## src/rtl/tick_timer_pkg.sv

```systemverilog
// Package tick_timer_pkg
// Shared definitions for the interval timer: the register select codes
// used by the write and read ports.
package tick_timer_pkg;

    typedef enum logic [1:0] {
        SEL_COUNT  = 2'd0,
        SEL_PERIOD = 2'd1,
        SEL_SCALE  = 2'd2,
        SEL_NONE   = 2'd3
    } tmr_sel_e;

endpackage

```

## src/rtl/timer_regs.sv

```systemverilog
// Module timer_regs
// Holds the period and scale registers, decodes counter writes into a
// load strobe for the counter, and drives the read mux.
// Assumes SCL_W <= CNT_W; writes with an unused select are dropped.
module timer_regs
    import tick_timer_pkg::*;
#(
    parameter int CNT_W = 16,
    parameter int SCL_W = 8
) (
    input  logic             clk,
    input  logic             rst_n,
    input  logic             wr_en,
    input  logic [1:0]       wr_sel,
    input  logic [CNT_W-1:0] wr_data,
    input  logic             rd_en,
    input  logic [1:0]       rd_sel,
    input  logic [CNT_W-1:0] count_val,
    output logic [CNT_W-1:0] period_q,
    output logic [SCL_W-1:0] scale_q,
    output logic             cnt_load,
    output logic [CNT_W-1:0] cnt_load_val,
    output logic [CNT_W-1:0] rd_data
);
    localparam int PAD = CNT_W - SCL_W;

    logic [CNT_W-1:0] scale_ext;

    // Zero-extend the scale register to the read width.
    generate
        if (PAD > 0) begin : g_pad
            logic wr_hi_unused;
            assign scale_ext    = {{PAD{1'b0}}, scale_q};
            assign wr_hi_unused = ^wr_data[CNT_W-1:SCL_W];
        end else begin : g_nopad
            assign scale_ext = scale_q;
        end
    endgenerate

    // Period and scale storage, written by the register port.
    always_ff @(posedge clk) begin
        if (!rst_n) begin
            period_q <= '0;
            scale_q  <= '0;
        end else if (wr_en) begin
            if (wr_sel == SEL_PERIOD) period_q <= wr_data;
            if (wr_sel == SEL_SCALE)  scale_q  <= wr_data[SCL_W-1:0];
        end
    end

    // Counter writes pass straight to the down-counter as a load.
    assign cnt_load     = wr_en && (wr_sel == SEL_COUNT);
    assign cnt_load_val = wr_data;

    // Read mux; zero whenever no read is requested.
    always_comb begin
        rd_data = '0;
        if (rd_en) begin
            case (rd_sel)
                SEL_COUNT:  rd_data = count_val;
                SEL_PERIOD: rd_data = period_q;
                SEL_SCALE:  rd_data = scale_ext;
                default:    rd_data = '0;
            endcase
        end
    end

endmodule

```

## src/rtl/timer_prescaler.sv

```systemverilog
// Module timer_prescaler
// Counts enabled cycles from 0 up to the scale value and emits a tick
// on the cycle the phase reaches (or has passed) the scale value.
// Assumes restart has priority; restart clears the phase even when off.
module timer_prescaler #(
    parameter int SCL_W = 8
) (
    input  logic             clk,
    input  logic             rst_n,
    input  logic             en,
    input  logic             restart,
    input  logic [SCL_W-1:0] scale,
    output logic [SCL_W-1:0] phase,
    output logic             tick
);
    // Tick when the phase has reached the limit, so a lowered scale
    // produces a tick at once instead of wrapping the phase.
    assign tick = en && !restart && (phase >= scale);

    // Phase counter: cleared on restart, advanced on enabled cycles.
    always_ff @(posedge clk) begin
        if (!rst_n) begin
            phase <= '0;
        end else if (restart) begin
            phase <= '0;
        end else if (en) begin
            phase <= tick ? '0 : phase + 1'b1;
        end
    end

endmodule

```

## src/rtl/timer_downcount.sv

```systemverilog
// Module timer_downcount
// The counter proper: loads from the register port, steps down on each
// prescaler tick, and at a tick with the count at zero reloads from the
// period and raises a one-cycle interrupt alongside the reloaded value.
module timer_downcount #(
    parameter int CNT_W = 16
) (
    input  logic             clk,
    input  logic             rst_n,
    input  logic             tick,
    input  logic             load,
    input  logic [CNT_W-1:0] load_val,
    input  logic [CNT_W-1:0] period,
    output logic [CNT_W-1:0] count,
    output logic             irq
);
    logic at_zero;

    assign at_zero = (count == '0);

    // Count and interrupt register: load beats tick, tick at zero reloads.
    always_ff @(posedge clk) begin
        if (!rst_n) begin
            count <= '0;
            irq   <= 1'b0;
        end else if (load) begin
            count <= load_val;
            irq   <= 1'b0;
        end else if (tick) begin
            count <= at_zero ? period : count - 1'b1;
            irq   <= at_zero;
        end else begin
            irq   <= 1'b0;
        end
    end

endmodule

```

## src/rtl/tick_timer.sv

```systemverilog
// Module tick_timer
// Top of the prescaled reloading interval timer: register port,
// prescaler and down-counter. Reset is synchronous and active low.
module tick_timer #(
    parameter int CNT_W = 16,
    parameter int SCL_W = 8
) (
    input  logic             clk,
    input  logic             rst_n,
    input  logic             en,
    input  logic             wr_en,
    input  logic [1:0]       wr_sel,
    input  logic [CNT_W-1:0] wr_data,
    input  logic             rd_en,
    input  logic [1:0]       rd_sel,
    output logic [CNT_W-1:0] rd_data,
    output logic             irq
);
    logic [CNT_W-1:0] period_q;
    logic [SCL_W-1:0] scale_q;
    logic [SCL_W-1:0] phase;
    logic [CNT_W-1:0] count;
    logic [CNT_W-1:0] cnt_load_val;
    logic             cnt_load;
    logic             tick;

    timer_regs #(.CNT_W(CNT_W), .SCL_W(SCL_W)) u_regs (
        .clk          (clk),
        .rst_n        (rst_n),
        .wr_en        (wr_en),
        .wr_sel       (wr_sel),
        .wr_data      (wr_data),
        .rd_en        (rd_en),
        .rd_sel       (rd_sel),
        .count_val    (count),
        .period_q     (period_q),
        .scale_q      (scale_q),
        .cnt_load     (cnt_load),
        .cnt_load_val (cnt_load_val),
        .rd_data      (rd_data)
    );

    timer_prescaler #(.SCL_W(SCL_W)) u_pre (
        .clk     (clk),
        .rst_n   (rst_n),
        .en      (en),
        .restart (cnt_load),
        .scale   (scale_q),
        .phase   (phase),
        .tick    (tick)
    );

    timer_downcount #(.CNT_W(CNT_W)) u_cnt (
        .clk      (clk),
        .rst_n    (rst_n),
        .tick     (tick),
        .load     (cnt_load),
        .load_val (cnt_load_val),
        .period   (period_q),
        .count    (count),
        .irq      (irq)
    );

endmodule

```

## config.mk

```make
export PLATFORM = sky130hd
export DESIGN_NAME = tick_timer
export DESIGN_NICKNAME = d
export VERILOG_FILES = /design/src/rtl/tick_timer_pkg.sv /design/src/rtl/timer_regs.sv /design/src/rtl/timer_prescaler.sv /design/src/rtl/timer_downcount.sv /design/src/rtl/tick_timer.sv
export SDC_FILE = /design/constraint.sdc
export NUM_CORES = 1
export LEC_CHECK = 0
export ABC_AREA = 1
export BUFFER_PORTS_ARGS = -buffer_cell sky130_fd_sc_hd__buf_2
export CAP_MARGIN = 25
export CORE_MARGIN = 3
export CORE_UTILIZATION = 55
export DETAILED_ROUTE_END_ITERATION = 6
export GPL_TIMING_DRIVEN = 0
export MAX_ROUTING_LAYER = met4
export PLACE_DENSITY = 0.88
export SETUP_SLACK_MARGIN = 0.15
export SLEW_MARGIN = 20
export SYNTH_ARGS = -nofsm -noshare
export SYNTH_HDL_FRONTEND = slang
export SYNTH_SLANG_ARGS = --single-unit
```

## constraint.sdc

```tcl
create_clock -name clk -period 3.12 [get_ports clk]
set_clock_uncertainty 0.2 [all_clocks]
set_input_delay 0.624 -clock clk [delete_from_list [all_inputs] [get_ports clk]]
set_output_delay 0.624 -clock clk [all_outputs]
set_load 0.02 [all_outputs]
```

# After elaboration in Yosys (flattened, before gate mapping)
# Cells that the tools add are included.
dict set report op_classes {
  n_addsub 2
  n_lt_le_gt_ge 1
  eq_ne 4
  mux 6
  bitwise_logic 2
  n_reduce_logical 12
}
# operator n
set op_table {}
lappend op_table {{$mux 16} 4}
lappend op_table {{$pmux 16 s3} 1}
lappend op_table {{$logic_not 16->1} 1}
lappend op_table {{$sub 16x1->16 const B} 1}
lappend op_table {{$add 8x1->8 const B} 1}
lappend op_table {{$ge 8x8->1} 1}
lappend op_table {{$mux 8} 1}
lappend op_table {{$eq 2x1->1 const B} 2}
lappend op_table {{$eq 2x2->1 const B} 2}
lappend op_table {{$logic_not 2->1} 2}
lappend op_table {{$reduce_and 2->1} 2}
lappend op_table {{$logic_and 1x1->1} 3}
lappend op_table {{$reduce_or 3->1} 1}
lappend op_table {{$not 1->1} 2}
lappend op_table {{$reduce_bool 2->1} 1}
lappend op_table {{$reduce_or 2->1} 1}
lappend op_table {{$logic_not 1->1} 1}
dict set report totals {
  reg_bits 49
  inputBits 25
  out_inout_bits 17
  elab_cells 32
}

# Logic depth before layout (Yosys ltp)
dict set report depth {
  depth_word 7
  mapped_depth 15
  ltp_nobuf 14
}

# Modules after synthesis
# Synthesis repeated with hierarchy kept, for this count alone.
dict set report unflattened {
  cells_unflattened 540
  hier_area_um2 3666.0
}
# module instances cells_per_inst area_per_inst_um2 seq_area_each_um2
set modules_own_cells {}
lappend modules_own_cells {timer_regs 1 209 1550.2 480.5}
lappend modules_own_cells {timer_downcount 1 248 1510.2 340.3}
lappend modules_own_cells {timer_prescaler 1 83 605.6 160.2}

# Worst setup path before layout
# Ideal clock, no wire load.
dict set report synth_timing {
  kind {input-to-output}
  startpoint {input rd_sel[0]}
  endpoint {output rd_data[0]}
  arrival_time_ps 1572
  required_ps 2296
  slack_ps 724
  path_stages 7
  n_path_buf 1
  path_cell_list {buf_2 inv_1 nor2_2 inv_1 o221ai_1 nand2_1 inv_1}
}
dict set report synth_between {
  elab_chain_len 3
  word_cells_on_any_way 5
  cone_classes {2 x eq/ne; 2 x mux; 1 x reduce/logical}
}
# item line
set synth_rtl {}
lappend synth_rtl {{start, declared} tick_timer.sv:15} ;# input logic [1:0] rd_sel,
lappend synth_rtl {{$eq 2x2->1 (tied with other cells)} timer_regs.sv:59} ;# case (rd_sel)
lappend synth_rtl {{$pmux 16 s3 *} timer_regs.sv:59}
lappend synth_rtl {{$mux 16 *} timer_regs.sv:58} ;# if (rd_en) begin
lappend synth_rtl {{end, declared} tick_timer.sv:16} ;# output logic [CNT_W-1:0] rd_data,
# Every way passes the cells marked *; elsewhere a longest branch is shown, timed or not.

# Worst setup path in the final report
dict set report layout_timing {
  startpoint {input rd_sel[0]}
  endpoint {output rd_data[2]}
}
# Same word-level chain as after synthesis.

==> impl_metrics.py <==
metrics = {
    "routing": {
        "route.detailed.drc": 0,
        "wl_per_cell_um": 14.8,
        "first_pass_iters": 5,
        "drt-total-wl_mm": 9.14,
        "drt_iter0_markers": 375,
        "vias_per_cell": 5.62,
        "dr_total_vias": 3477,
        "antenna_left": 0,
    },
    "pwr": {
        "p_per_area_nw_per_um2": 636,
        "ir_drop_mv": 0.363,
        "power_leakage_nw": 1.79,
    },
    "critical_path": {
        "cp-end-kind": "output port",
        "crit_chain": "buf_2, inv_1, nor2_4, inv_1, o22ai_1, o21ai_0, inv_1, buf_2",
        "rr_worst_depth": 13,
        "critical_path_class": "in2out",
        "path_delay_family": "buffers and inverters",
        "required_ns": 2.30,
        "reg2reg_to": "u_cnt.count[4]",
        "crit_top_cell": "inv_1",
        "path_buf_inv": 5,
        "start_kind": "input port",
        "path_max_fanout": 9,
        "crit_arrival_ns": 1.96,
        "slowest_delay_ns": 0.25,
        "rrSetupSlack_ns": 0.96,
        "r2r-start": "u_regs.scale_q[1]",
        "slowest_stage": "o22ai_1",
    },
    "hold_path": {
        "min_path_type": "reg2reg",
        "hold_depth": 2,
        "worstHoldEndpoint": "u_regs.period_q[15]",
        "hp-start": "u_regs.period_q[15]",
    },
    "placed_design": {
        "portBuffers": 40,
        "routabilityCongestion": 0.942,
        "place_area_sq_um": 3490,
        "hpwl_mm": 6.95,
    },
    "sta": {
        "tightestPinTransition_ns": 0.538,
        "rsz0062_at_grt": "false",
        "tns_ns": 0,
        "final-hold-violation-count": 0,
        "timing.fmax_ghz": 0.359,
        "period_needed_ns": 2.78,
        "finalMaxSlewViolations": 0,
        "post-route-period-util_pct": 89.2,
        "relSlewSlack_pct": 64.1,
        "setup_viol": 0,
    },
    "global_route": {
        "antenna_found_initial": 0,
        "grt_pass1_wl_mm": 15.0,
        "first_global_vias": 3251,
        "grt.overflow.total": 0,
        "grt_start_max_net_pins": 15,
        "grt_util_all_layers_pct": 29.6,
    },
    "logic_synthesis": {
        "synthArstFlopShare_pct": 0,
        "avgSynthCellArea_sq_um": 6.41,
        "yosysWarningCount": 0,
        "ys_ff_latch": 49,
        "synth.distinct_cells": 34,
        "yosysSeqAreaShare_pct": 30.7,
        "synth_edf_count": 0,
        "synth_cells": 499,
        "synthesis.area_sq_um": 3200,
        "syn_nets": 535,
        "synth-main-ff-cell": "dfxtp_1",
    },
    "die": {
        "fp.coreArea_sq_um": 5570,
        "rows": 27,
        "floorplan.initialDensity_pct": 57.4,
        "die_h_um": 82.3,
        "fp.dieW_um": 82.3,
        "die-area_sq_um": 6770,
        "ios": 42,
    },
    "layout": {
        "fin_nets": 582,
        "fin_area_sq_um": 3620,
        "synthToLayoutAreaGrowth_pct": 13.0,
        "drive_gt1_share_pct": 14.3,
        "diodes": 0,
    },
    "clock_network": {
        "clk_latency_ns": 0.30,
        "clockBufferDepth": 2,
        "clkSinkCount": 49,
        "h-tree-depth": 2,
        "cts_buffers": 5,
        "cts_tree": "done",
        "clk_pin_slew_worst_paths_ns": 0.09,
        "post_cts_buffers": 0,
        "cts_root_buf": "clkbuf_8",
    },
    "run": {
        "drv_cap": 0,
    },
    "run_status": {
        "status": "finished clean",
    },
}
[synthesized netlist by cell type (4+ instances only)]
| cell | count | area (sq um) |
|---|---|---|
| a21oi_1 | 40 | 200 |
| clkbuf_1 | 7 | 26.3 |
| dfxtp_1 | 49 | 981 |
| ha_1 | 11 | 138 |
| inv_1 | 71 | 267 |
| nand2_1 | 126 | 473 |
| nand2_2 | 4 | 25.0 |
| nand3_1 | 47 | 235 |
| nand4_1 | 6 | 37.5 |
| nor2_1 | 39 | 146 |
| nor2_2 | 6 | 37.5 |
| nor3_1 | 9 | 45.0 |
| o21ai_0 | 37 | 185 |
| o22ai_1 | 6 | 37.5 |
| xor2_1 | 6 | 52.6 |
[cell families (layout without fill, tap and decap cells)]
kind of cell | after synthesis | after routing | share of synthesized area [%]
adder cells (fa/ha/maj) | 11 | 11 | 4.30
XOR/XNOR | 8 | 8 | 2.19
buffers and inverters | 89 | 137 | 12.0
flip-flops | 49 | 49 | 30.7
AO/OA/AOI/OAI | 93 | 93 | 15.9
AND/OR/NAND/NOR | 249 | 249 | 34.9
[tightest hold or removal path, cell delays in order, from the launching register on]
cell     delay, ns
dfxtp_1       0.33
inv_1         0.05
a21oi_1       0.05
[worst max path at each step]
stage / startpoint / to / cells after the start
final: rd_sel[0] / rd_data[2] / 8
after global routing: rd_sel[0] / rd_data[2] / 8
after CTS: rd_sel[0] / rd_data[2] / 8
after detailed placement: rd_sel[0] / rd_data[7] / 8
after global placement: rd_sel[0] / rd_data[2] / 8
after floorplan: rd_sel[0] / rd_data[0] / 7
[power breakdown]
part           switching, mW  internal (mW)  leakage, nW
clock                  0.213          0.262       0.0585
sequential            0.0744          0.686        0.400
combinational          0.690          0.374         1.33
total                  0.977           1.32         1.79
[stage by stage]
step	util, %	setup WS (ns)	power, mW	std cells	hold slack [ns]
floorplan	-	0.724	1.55	499	0.237
global placement	62.6	0.321	1.77	611	0.250
detailed placement	62.6	0.279	1.80	611	0.256
CTS	64.7	0.248	2.27	619	0.269
global route	64.9	0.257	2.46	619	0.303
finish	64.9	0.337	2.30	619	0.274
[registers in the layout (all words and copies together) (netlist names)]
| register | cells |
|---|---|
| u_cnt.count | 16 |
| u_cnt.irq | 1 |
| u_pre.phase | 8 |
| u_regs.period_q | 16 |
| u_regs.scale_q | 8 |
[metal layers]
layer	vias up	track usage [%]	share of wire, %
met3	30	4.99	9.5
li1	1705	-	-
met2	203	45.7	47
met4	0	14.1	3.2
met1	1539	37.6	41
met5	-	-	0
[timing repair]
item | 4_1_cts | 5_1_grt
setup endpoints to repair | 0 | 3
hold buffers | 0 | 0
resized for setup | 0 | 2
[cells in the final DEF (no fill, tap or decap)]
cell       count
ha_1          11
o21bai_1       2
nor3_4         1
nor2_2         4
o21ai_2        1
buf_2         43
nand3_1       47
nor2_1        39
buf_6          3
nor3_1         9
o211ai_2       2
bufinv_16      1
buf_4          1
nor4_1         1
inv_1         71
o21ai_0       37
nand2_1      126
dfxtp_1       49
a21oi_1       40
xnor2_1        2
inv_2          2
o22ai_1        6
nand2_2        4
nand4_1        6
and3_1         2
a21boi_0       1
xor2_1         6
clkbuf_1       8
nand3b_1       2
o21a_1         1
nor2_4         5
o221ai_1       2
clkbuf_8       8
nand2_4        3
o21ai_1        1
[layout make-up]
type	instances	area (sq um)
repair buffers	40	200
clock inverters	1	30.0
flip-flops and latches	49	981
multi-input cells	361	1840
fillers	492	1960
clock buffers	7	86.3
well taps	72	90.1
inverters	73	274
plain buffers	16	110
Power figures use the tool's default switching activity.
